`src/rtl/pwm_fan_pkg.sv`:
```
package pwm_fan_pkg;

  localparam int REG_W   = 32;
  localparam int SEL_W   = 4;
  localparam logic [SEL_W-1:0] SEL_RST = 4'h4;

  localparam int OFS_PRE = 'h00;
  localparam int OFS_SEL = 'h04;
  localparam int OFS_CTL = 'h08;
  localparam int CH_BASE = 'h0C;
  localparam int CH_STEP = 12;

  // slot 0 = reload, 1 = comparator, 2 = live count
  function automatic int chan_ofs(input int ch, input int slot);
    return CH_BASE + CH_STEP * ch + 4 * slot;
  endfunction

  function automatic int ctl_run_pos(input int ch);
    return (ch == 0) ? 0 : 4 + 4 * ch;
  endfunction

  function automatic int ctl_inv_pos(input int ch);
    return ctl_run_pos(ch) + 2;
  endfunction

  function automatic int ctl_arl_pos(input int ch);
    return ctl_run_pos(ch) + 3;
  endfunction

  function automatic logic [REG_W-1:0] ctl_mask(input int nch);
    logic [REG_W-1:0] v;
    v = '0;
    for (int c = 0; c < nch; c++) begin
      v[ctl_run_pos(c)] = 1'b1;
      v[ctl_inv_pos(c)] = 1'b1;
      v[ctl_arl_pos(c)] = 1'b1;
    end
    return v;
  endfunction

  function automatic logic [REG_W-1:0] ctl_reset_val(input int nch);
    logic [REG_W-1:0] v;
    v = '0;
    for (int c = 0; c < nch; c++) v[ctl_arl_pos(c)] = 1'b1;
    return v;
  endfunction

  // select value -> extra divide ratio (2,4,8,16 or 1)
  function automatic logic [4:0] sel_to_div(input logic [SEL_W-1:0] s);
    if (s < SEL_W'(4)) return 5'(5'd2 << s);
    return 5'd1;
  endfunction

  // non-inverted level: active while the count is at or below the threshold
  function automatic logic duty_level(input logic [15:0] cnt, input logic [15:0] thr);
    return cnt <= thr;
  endfunction

endpackage

```
`src/rtl/pwm_fan_regs.sv`:
```
module pwm_fan_regs
  import pwm_fan_pkg::*;
#(
  parameter int NCH   = 4,
  parameter int NPAIR = 2,
  parameter int CNT_W = 8,
  parameter int PRE_W = 8,
  parameter int AW    = 8
) (
  input  logic                            clk,
  input  logic                            rst_n,
  input  logic                            bus_wr,
  input  logic [AW-1:0]                   bus_addr,
  input  logic [REG_W-1:0]                bus_wdata,
  output logic [REG_W-1:0]                bus_rdata,
  input  logic [NCH-1:0][CNT_W-1:0]       cnt_now,
  output logic [NPAIR-1:0][PRE_W-1:0]     pre_div,
  output logic [NCH-1:0][SEL_W-1:0]       sel,
  output logic [NCH-1:0]                  run,
  output logic [NCH-1:0]                  inv,
  output logic [NCH-1:0]                  arl,
  output logic [NCH-1:0][CNT_W-1:0]       reload,
  output logic [NCH-1:0][CNT_W-1:0]       cmp
);

  localparam logic [REG_W-1:0] CTL_MASK = ctl_mask(NCH);
  localparam logic [REG_W-1:0] CTL_RST  = ctl_reset_val(NCH);

  logic [NPAIR-1:0][PRE_W-1:0] pre_q;
  logic [NCH-1:0][SEL_W-1:0]   sel_q;
  logic [REG_W-1:0]            ctl_q;
  logic [NCH-1:0][CNT_W-1:0]   reload_q;
  logic [NCH-1:0][CNT_W-1:0]   cmp_q;

  logic wr_pre, wr_sel, wr_ctl;
  assign wr_pre = bus_wr && (bus_addr == AW'(OFS_PRE));
  assign wr_sel = bus_wr && (bus_addr == AW'(OFS_SEL));
  assign wr_ctl = bus_wr && (bus_addr == AW'(OFS_CTL));

  always_ff @(posedge clk or negedge rst_n) begin
    if (!rst_n) begin
      pre_q    <= '0;
      sel_q    <= {NCH{SEL_RST}};
      ctl_q    <= CTL_RST;
      reload_q <= '1;
      cmp_q    <= '0;
    end else begin
      if (wr_pre) pre_q <= bus_wdata[NPAIR*PRE_W-1:0];
      if (wr_sel) sel_q <= bus_wdata[NCH*SEL_W-1:0];
      if (wr_ctl) ctl_q <= bus_wdata & CTL_MASK;
      for (int c = 0; c < NCH; c++) begin
        if (bus_wr && (bus_addr == AW'(chan_ofs(c, 0)))) reload_q[c] <= bus_wdata[CNT_W-1:0];
        if (bus_wr && (bus_addr == AW'(chan_ofs(c, 1)))) cmp_q[c]    <= bus_wdata[CNT_W-1:0];
      end
    end
  end

  for (genvar c = 0; c < NCH; c++) begin : g_ctl
    assign run[c] = ctl_q[ctl_run_pos(c)];
    assign inv[c] = ctl_q[ctl_inv_pos(c)];
    assign arl[c] = ctl_q[ctl_arl_pos(c)];
  end

  assign pre_div = pre_q;
  assign sel     = sel_q;
  assign reload  = reload_q;
  assign cmp     = cmp_q;

  always_comb begin
    bus_rdata = '0;
    if (bus_addr == AW'(OFS_PRE)) bus_rdata = REG_W'(pre_q);
    if (bus_addr == AW'(OFS_SEL)) bus_rdata = REG_W'(sel_q);
    if (bus_addr == AW'(OFS_CTL)) bus_rdata = ctl_q;
    for (int c = 0; c < NCH; c++) begin
      if (bus_addr == AW'(chan_ofs(c, 0))) bus_rdata = REG_W'(reload_q[c]);
      if (bus_addr == AW'(chan_ofs(c, 1))) bus_rdata = REG_W'(cmp_q[c]);
      if (bus_addr == AW'(chan_ofs(c, 2))) bus_rdata = REG_W'(cnt_now[c]);
    end
  end

endmodule

```
`src/rtl/pwm_fan_prescale.sv`:
```
module pwm_fan_prescale #(
  parameter int PRE_W = 8
) (
  input  logic             clk,
  input  logic             rst_n,
  input  logic [PRE_W-1:0] div_m1,
  output logic             tick
);

  logic [PRE_W-1:0] cnt_q;

  // >= rather than == so a smaller field written mid-count recovers at once
  assign tick = (cnt_q >= div_m1);

  always_ff @(posedge clk or negedge rst_n) begin
    if (!rst_n) cnt_q <= '0;
    else        cnt_q <= tick ? '0 : cnt_q + 1'b1;
  end

endmodule

```
`src/rtl/pwm_fan_chan.sv`:
```
module pwm_fan_chan
  import pwm_fan_pkg::*;
#(
  parameter int CNT_W = 8
) (
  input  logic             clk,
  input  logic             rst_n,
  input  logic             pre_tick,
  input  logic [SEL_W-1:0] sel,
  input  logic             run,
  input  logic             inv,
  input  logic             arl,
  input  logic [CNT_W-1:0] reload,
  input  logic [CNT_W-1:0] cmp_new,
  output logic             ch_tick,
  output logic             boundary,
  output logic [CNT_W-1:0] cnt,
  output logic [CNT_W-1:0] cmp_act,
  output logic             pwm
);

  logic [4:0]       div_n;
  logic [4:0]       div_q;
  logic [CNT_W-1:0] cnt_q;
  logic [CNT_W-1:0] cmp_q;
  logic             pwm_q;
  logic             at_zero;

  assign div_n    = sel_to_div(sel);
  assign ch_tick  = pre_tick && (div_q >= div_n - 5'd1);
  assign at_zero  = (cnt_q == '0);
  assign boundary = run && ch_tick && at_zero && arl;

  always_ff @(posedge clk or negedge rst_n) begin
    if (!rst_n)        div_q <= '0;
    else if (pre_tick) div_q <= ch_tick ? 5'd0 : div_q + 5'd1;
  end

  always_ff @(posedge clk or negedge rst_n) begin
    if (!rst_n) begin
      cnt_q <= '1;
      cmp_q <= '0;
      pwm_q <= 1'b0;
    end else begin
      if (!run) begin
        cnt_q <= reload;
        cmp_q <= cmp_new;
      end else if (ch_tick) begin
        if (at_zero) begin
          if (arl) begin
            cnt_q <= reload;
            cmp_q <= cmp_new;
          end
        end else begin
          cnt_q <= cnt_q - 1'b1;
        end
      end
      pwm_q <= (run && duty_level(16'(cnt_q), 16'(cmp_q))) ^ inv;
    end
  end

  assign cnt     = cnt_q;
  assign cmp_act = cmp_q;
  assign pwm     = pwm_q;

endmodule

```
`src/rtl/pwm_fan_ctrl.sv`:
```
module pwm_fan_ctrl
  import pwm_fan_pkg::*;
#(
  parameter int NCH        = 4,
  parameter int CH_PER_PRE = 2,
  parameter int CNT_W      = 8,
  parameter int PRE_W      = 8,
  parameter int AW         = 8
) (
  input  logic             clk,
  input  logic             rst_n,
  input  logic             bus_wr,
  input  logic [AW-1:0]    bus_addr,
  input  logic [31:0]      bus_wdata,
  output logic [31:0]      bus_rdata,
  output logic [NCH-1:0]   pwm_o
);

  localparam int NPAIR = (NCH + CH_PER_PRE - 1) / CH_PER_PRE;

  logic [NPAIR-1:0][PRE_W-1:0] pre_div;
  logic [NPAIR-1:0]            pre_tick;
  logic [NCH-1:0][SEL_W-1:0]   sel_v;
  logic [NCH-1:0]              run_v, inv_v, arl_v;
  logic [NCH-1:0][CNT_W-1:0]   reload_v, cmp_v, cnt_v, cmp_act_v;
  logic [NCH-1:0]              ch_tick_v, boundary_v;

  pwm_fan_regs #(
    .NCH(NCH), .NPAIR(NPAIR), .CNT_W(CNT_W), .PRE_W(PRE_W), .AW(AW)
  ) u_regs (
    .clk(clk), .rst_n(rst_n),
    .bus_wr(bus_wr), .bus_addr(bus_addr), .bus_wdata(bus_wdata), .bus_rdata(bus_rdata),
    .cnt_now(cnt_v), .pre_div(pre_div), .sel(sel_v),
    .run(run_v), .inv(inv_v), .arl(arl_v),
    .reload(reload_v), .cmp(cmp_v)
  );

  for (genvar p = 0; p < NPAIR; p++) begin : g_pre
    pwm_fan_prescale #(.PRE_W(PRE_W)) u_pre (
      .clk(clk), .rst_n(rst_n), .div_m1(pre_div[p]), .tick(pre_tick[p])
    );
  end

  for (genvar c = 0; c < NCH; c++) begin : g_ch
    pwm_fan_chan #(.CNT_W(CNT_W)) u_ch (
      .clk(clk), .rst_n(rst_n),
      .pre_tick(pre_tick[c / CH_PER_PRE]),
      .sel(sel_v[c]), .run(run_v[c]), .inv(inv_v[c]), .arl(arl_v[c]),
      .reload(reload_v[c]), .cmp_new(cmp_v[c]),
      .ch_tick(ch_tick_v[c]), .boundary(boundary_v[c]),
      .cnt(cnt_v[c]), .cmp_act(cmp_act_v[c]), .pwm(pwm_o[c])
    );
  end

endmodule

```
`config.mk`:
```
export PLATFORM = sky130hd
export DESIGN_NAME = pwm_fan_ctrl
export DESIGN_NICKNAME = d
export VERILOG_FILES = /design/src/rtl/pwm_fan_pkg.sv /design/src/rtl/pwm_fan_regs.sv /design/src/rtl/pwm_fan_prescale.sv /design/src/rtl/pwm_fan_chan.sv /design/src/rtl/pwm_fan_ctrl.sv
export SDC_FILE = /design/constraint.sdc
export NUM_CORES = 1
export LEC_CHECK = 0
export ABC_AREA = 0
export ABC_CLOCK_PERIOD_IN_PS = 2400
export CORE_UTILIZATION = 45
export CTS_CLUSTER_DIAMETER = 80
export CTS_CLUSTER_SIZE = 24
export DETAILED_ROUTE_END_ITERATION = 10
export PLACE_DENSITY = 0.66
export SLEW_MARGIN = 20
export SYNTH_ARGS = -nofsm -noshare
export SYNTH_HDL_FRONTEND = slang
export SYNTH_SLANG_ARGS = --single-unit
```
`constraint.sdc`:
```
create_clock -name clk -period 2.4 [get_ports clk]
set_input_delay 0.36 -clock clk [delete_from_list [all_inputs] [get_ports clk]]
set_output_delay 0.36 -clock clk [all_outputs]
set_load 0.03 [all_outputs]
```
==> results by group <==
Timing
  • Hold Violations, Final: 0
  • RSZ-0062 raised after global routing: yes
  • Clock Skew: 0.02873 ns
  • Setup violators final: 14
  • Relative slew slack: 47.57%
  • Upper clock frequency limit: 391.6 MHz
  • Fin. max-slew vios: 0
  • Tightest Pin Transition: 0.7840 ns
  • Hold_ws: 0.4088 ns
  • Final critical-path share of the clock period: 106.4%
  • Fin crit period: 2.554 ns
  • Setup ws final: -0.1536 ns

Logic synthesis
  • Ys flop type: dfrtp_1
  • Syn Inst Count: 1,274
  • EDFF count, synth: 0
  • Asr flop ratio synth: 100.0%
  • Synth area leaders: dfrtp_1, dfstp_2, mux2_2, ha_1, o21ai_0
  • Post-Syn Area: 0.01293 sq mm
  • Synth top area share: 27.09%
  • Synth Area per Inst: 10.15 sq um
  • #FFs+latches synth: 212
  • Largest area contributor in the netlist: dfrtp_1
  • Synth cell types: 85
  • Synth Warn #: 0
  • Post-synthesis sequential area ratio: 41.72%

Critical path
  • Cell Chain, Critical Path: mux4_2, nor2_2, or4_4, a21oi_4, buf_6
  • Critical path's slowest cell: dfstp_2
  • Top Family by Delay on Critical Path: flip-flops
  • Critical Path AT: 2.19 ns
  • Kind of critical path: reg -> out
  • Slowest stage delay, CP: 0.65 ns
  • CP startpoint kind: flip-flop
  • CP max FO: 6
  • Worst path required time: 2.04 ns
  • Critical Path End Type: output pin
  • CP Buf/Inv Count: 1

Floorplanning
  • Core area: 0.02801 sq mm
  • Die H: 171.5 um
  • Die area: 0.02942 sq mm
  • Initial Util: 46.17%
  • Num ports: 79
  • Num rows: 61
  • Die Width: 171.5 um

Layout
  • Layout cells sized above 1: 38.20%
  • # fillers: 2,432
  • Reg area: 0.005395 sq mm
  • Finished Core Util: 57.92%
  • Nets@finish: 1,591
  • Area delta synth->final: 25.45%
  • Ant. Diodes: 0
  • Area taken by multi-input logic gates: 0.007531 sq mm

Route
  • DRT iter0 DRCs: 807
  • DRC Markers: 0
  • Post-DR vias/cell: 5.845
  • Router iterations before antenna repair: 7
  • Routed Antenna Nets: 0
  • WL per Instance: 20.64 um
  • Via count: 10,830
  • Routed WL: 38,220 um

CTS
  • Clk slew on worst S/H paths: 0.10 ns
  • Worst-Skew Late Latency: 0.50 ns
  • CTS H-tree depth: 1
  • CTS buffer count: 15
  • CTS root buffer: clkbuf_16
  • Deepest clock path buffer count: 3
  • CTS Sinks: 212
  • CTS tree: yes

Status
  • Failing checks: negative setup slack
  • Status: finished, violations left

Pwr
  • P_leak: 7.454 nW
  • PwrDens: 724.1 mW/mm^2
  • Total power draw: 11.75 mW
  • Peak supply drop: 0.7661 mV

Place
  • I/O Buffers: 52
  • Post-Place Setup Slack: -0.4887 ns
  • Routability-driven placement congestion ratio: 0.9872
  • Detail Placement HPWL: 27,670 um

GRT
  • Largest net degree at the start of global routing: 65
  • Number of global-route vias before repair: 10,450
  • Overflow after GRT: 0
  • First-pass GRT wire length: 59,280 um
  • Initial antenna violation count: 1
  • Gr usage total: 26.42%

Worst hold path
  • Worst Hold Class: in -> async

Flow run
  • Max-cap violations: 0
-- power by group --
part           switching, mW  internal, mW  total [mW]
logic                   2.44          2.00        4.44
registers              0.480          4.04        4.52
clock network           1.40          1.38        2.78
total                   4.32          7.42        11.7
-- flip-flops by register name, indices dropped and copies added, names as in the netlist, 16 cells and up --
signal             count
u_regs.reload         32
g_ch.u_ch.cmp_act     32
g_pre.u_pre.cnt_q     16
g_ch.u_ch.cnt         32
u_regs.cmp            32
u_regs.pre_div        16
g_ch.u_ch.div_q       20
u_regs.sel            16
-- cell families after synthesis --
family                     share of synthesized area, %
buffers and inverters                             5.060
xor gates and xnor gates                          1.084
and+or+nand+nor                                   14.03
muxes                                             14.62
AOI/OAI and AO/OA                                 15.50
DFF                                               41.72
other                                           0.05807
adders and majority gates                         7.933
-- metrics by stage --
step | area, sq um | cells | TNS [ns]
detailed placement | 14920 | 1805 | -21.68
floorplan | 13060 | 1289 | 0
finish | 16220 | 1852 | -0.9933
CTS | 15890 | 1840 | -0.7876
global route | 16220 | 1852 | -3.303
global placement | 14920 | 1805 | -16.91
-- cells in the mapped netlist, types with 6 or more instances --
| cell type | n |
|---|---|
| a211oi_1 | 14 |
| a21o_1 | 14 |
| a21oi_1 | 75 |
| a222oi_1 | 6 |
| a22o_1 | 10 |
| a22oi_1 | 6 |
| a311oi_1 | 6 |
| a31oi_1 | 10 |
| a32oi_1 | 8 |
| and3_1 | 9 |
| buf_1 | 7 |
| buf_2 | 13 |
| buf_4 | 19 |
| clkbuf_1 | 24 |
| dfrtp_1 | 140 |
| dfstp_2 | 72 |
| ha_1 | 82 |
| inv_1 | 78 |
| mux2_2 | 129 |
| mux2_4 | 20 |
| mux2i_1 | 7 |
| nand2_1 | 78 |
| nand2b_1 | 12 |
| nand3_1 | 52 |
| nand4_1 | 15 |
| nor2_1 | 85 |
| nor2b_1 | 18 |
| nor3_1 | 18 |
| o21ai_0 | 90 |
| o22ai_1 | 14 |
| o31ai_1 | 6 |
| or2_2 | 10 |
| or3_1 | 6 |
| xnor2_1 | 7 |
| xor2_1 | 9 |
-- timing repair --
item / in CTS / in global routing
hold buffers: 1 / 0
pin swaps: 31 / 21
setup buffers: 8 / 12
resized for setup: 112 / 67
gates cloned: 1 / 0
endpoints found under the setup margin: 77 / 66
hold endpoints to repair: 38 / 0
-- worst paths after layout --
path / startpoint / endpoint / slack, ns / cells after the start
max: u_regs.reload[8]$_DFFE_PN1P_ / bus_rdata[0] / -0.15 / 5
min: rst_n / g_ch[3].u_ch.div_q[3]$_DFFE_PN0N_ / 0.41 / 2
max reg2reg: u_regs.sel[2]$_DFFE_PN1P_ / g_ch[0].u_ch.cmp_act[4]$_DFFE_PN0P_ / -0.04 / 11
min reg2reg: u_regs.ctl_q[10]$_DFFE_PN0P_ / g_ch[1].u_ch.pwm$_DFF_PN0_ / 0.49 / 1
max in group asynchronous: rst_n / g_ch[2].u_ch.cnt[0]$_DFFE_PN1P_ / 1.29 / 3
min in group clk: bus_wdata[18] / u_regs.ctl_q[18]$_DFFE_PN0P_ / 0.48 / 2
-- layer usage --
metal | vias up | share of wire [%] | track usage, %
met1 | 5349 | 43 | 35.17
met3 | 101 | 5.9 | 3.682
li1 | 4983 | - | -
met5 | - | 0.047 | 0
met4 | 2 | 4.2 | 10.09
met2 | 390 | 47 | 43.48
-- final cells by class --
cell class | count | area share [%]
well taps | 378 | 2.915
flip-flops and latches | 212 | 33.26
clock buffers | 18 | 2.507
repair buffers | 226 | 12.42
multi-input cells | 932 | 46.42
inverters | 79 | 1.843
clock inverters | 7 | 0.6324
-- cells in the final DEF, fill, tap and decap left out, types with 7 or more instances in the layout --
cell type        synthesis  final
nand2_1                 78     72
nand4_1                 15     15
a21oi_2                  0      8
conb_1                   2     17
mux2_2                 129    103
buf_12                   0     11
a32oi_1                  8      7
and3_1                   9      8
or2_2                   10      9
xnor2_1                  7      7
xor2_1                   9      9
o21ai_0                 90     76
inv_1                   78     77
mux2_4                  20     46
nor2_1                  85     76
a21oi_1                 75     66
dfstp_2                 72     72
ha_1                    82     79
o21ai_2                  2      9
nand3_1                 52     52
nor3_1                  18     16
nor2_4                   3     11
o21ai_1                  5      9
a211oi_1                14     13
a21o_1                  14     14
buf_4                   19    154
a22o_1                  10     10
nor2b_1                 18     18
o22ai_1                 14     10
clkbuf_16                0     15
dfrtp_1                140    140
clkdlybuf4s50_1          0     24
buf_6                    3     27
nand2b_1                12     12
Power figures use the tool's default switching activity.
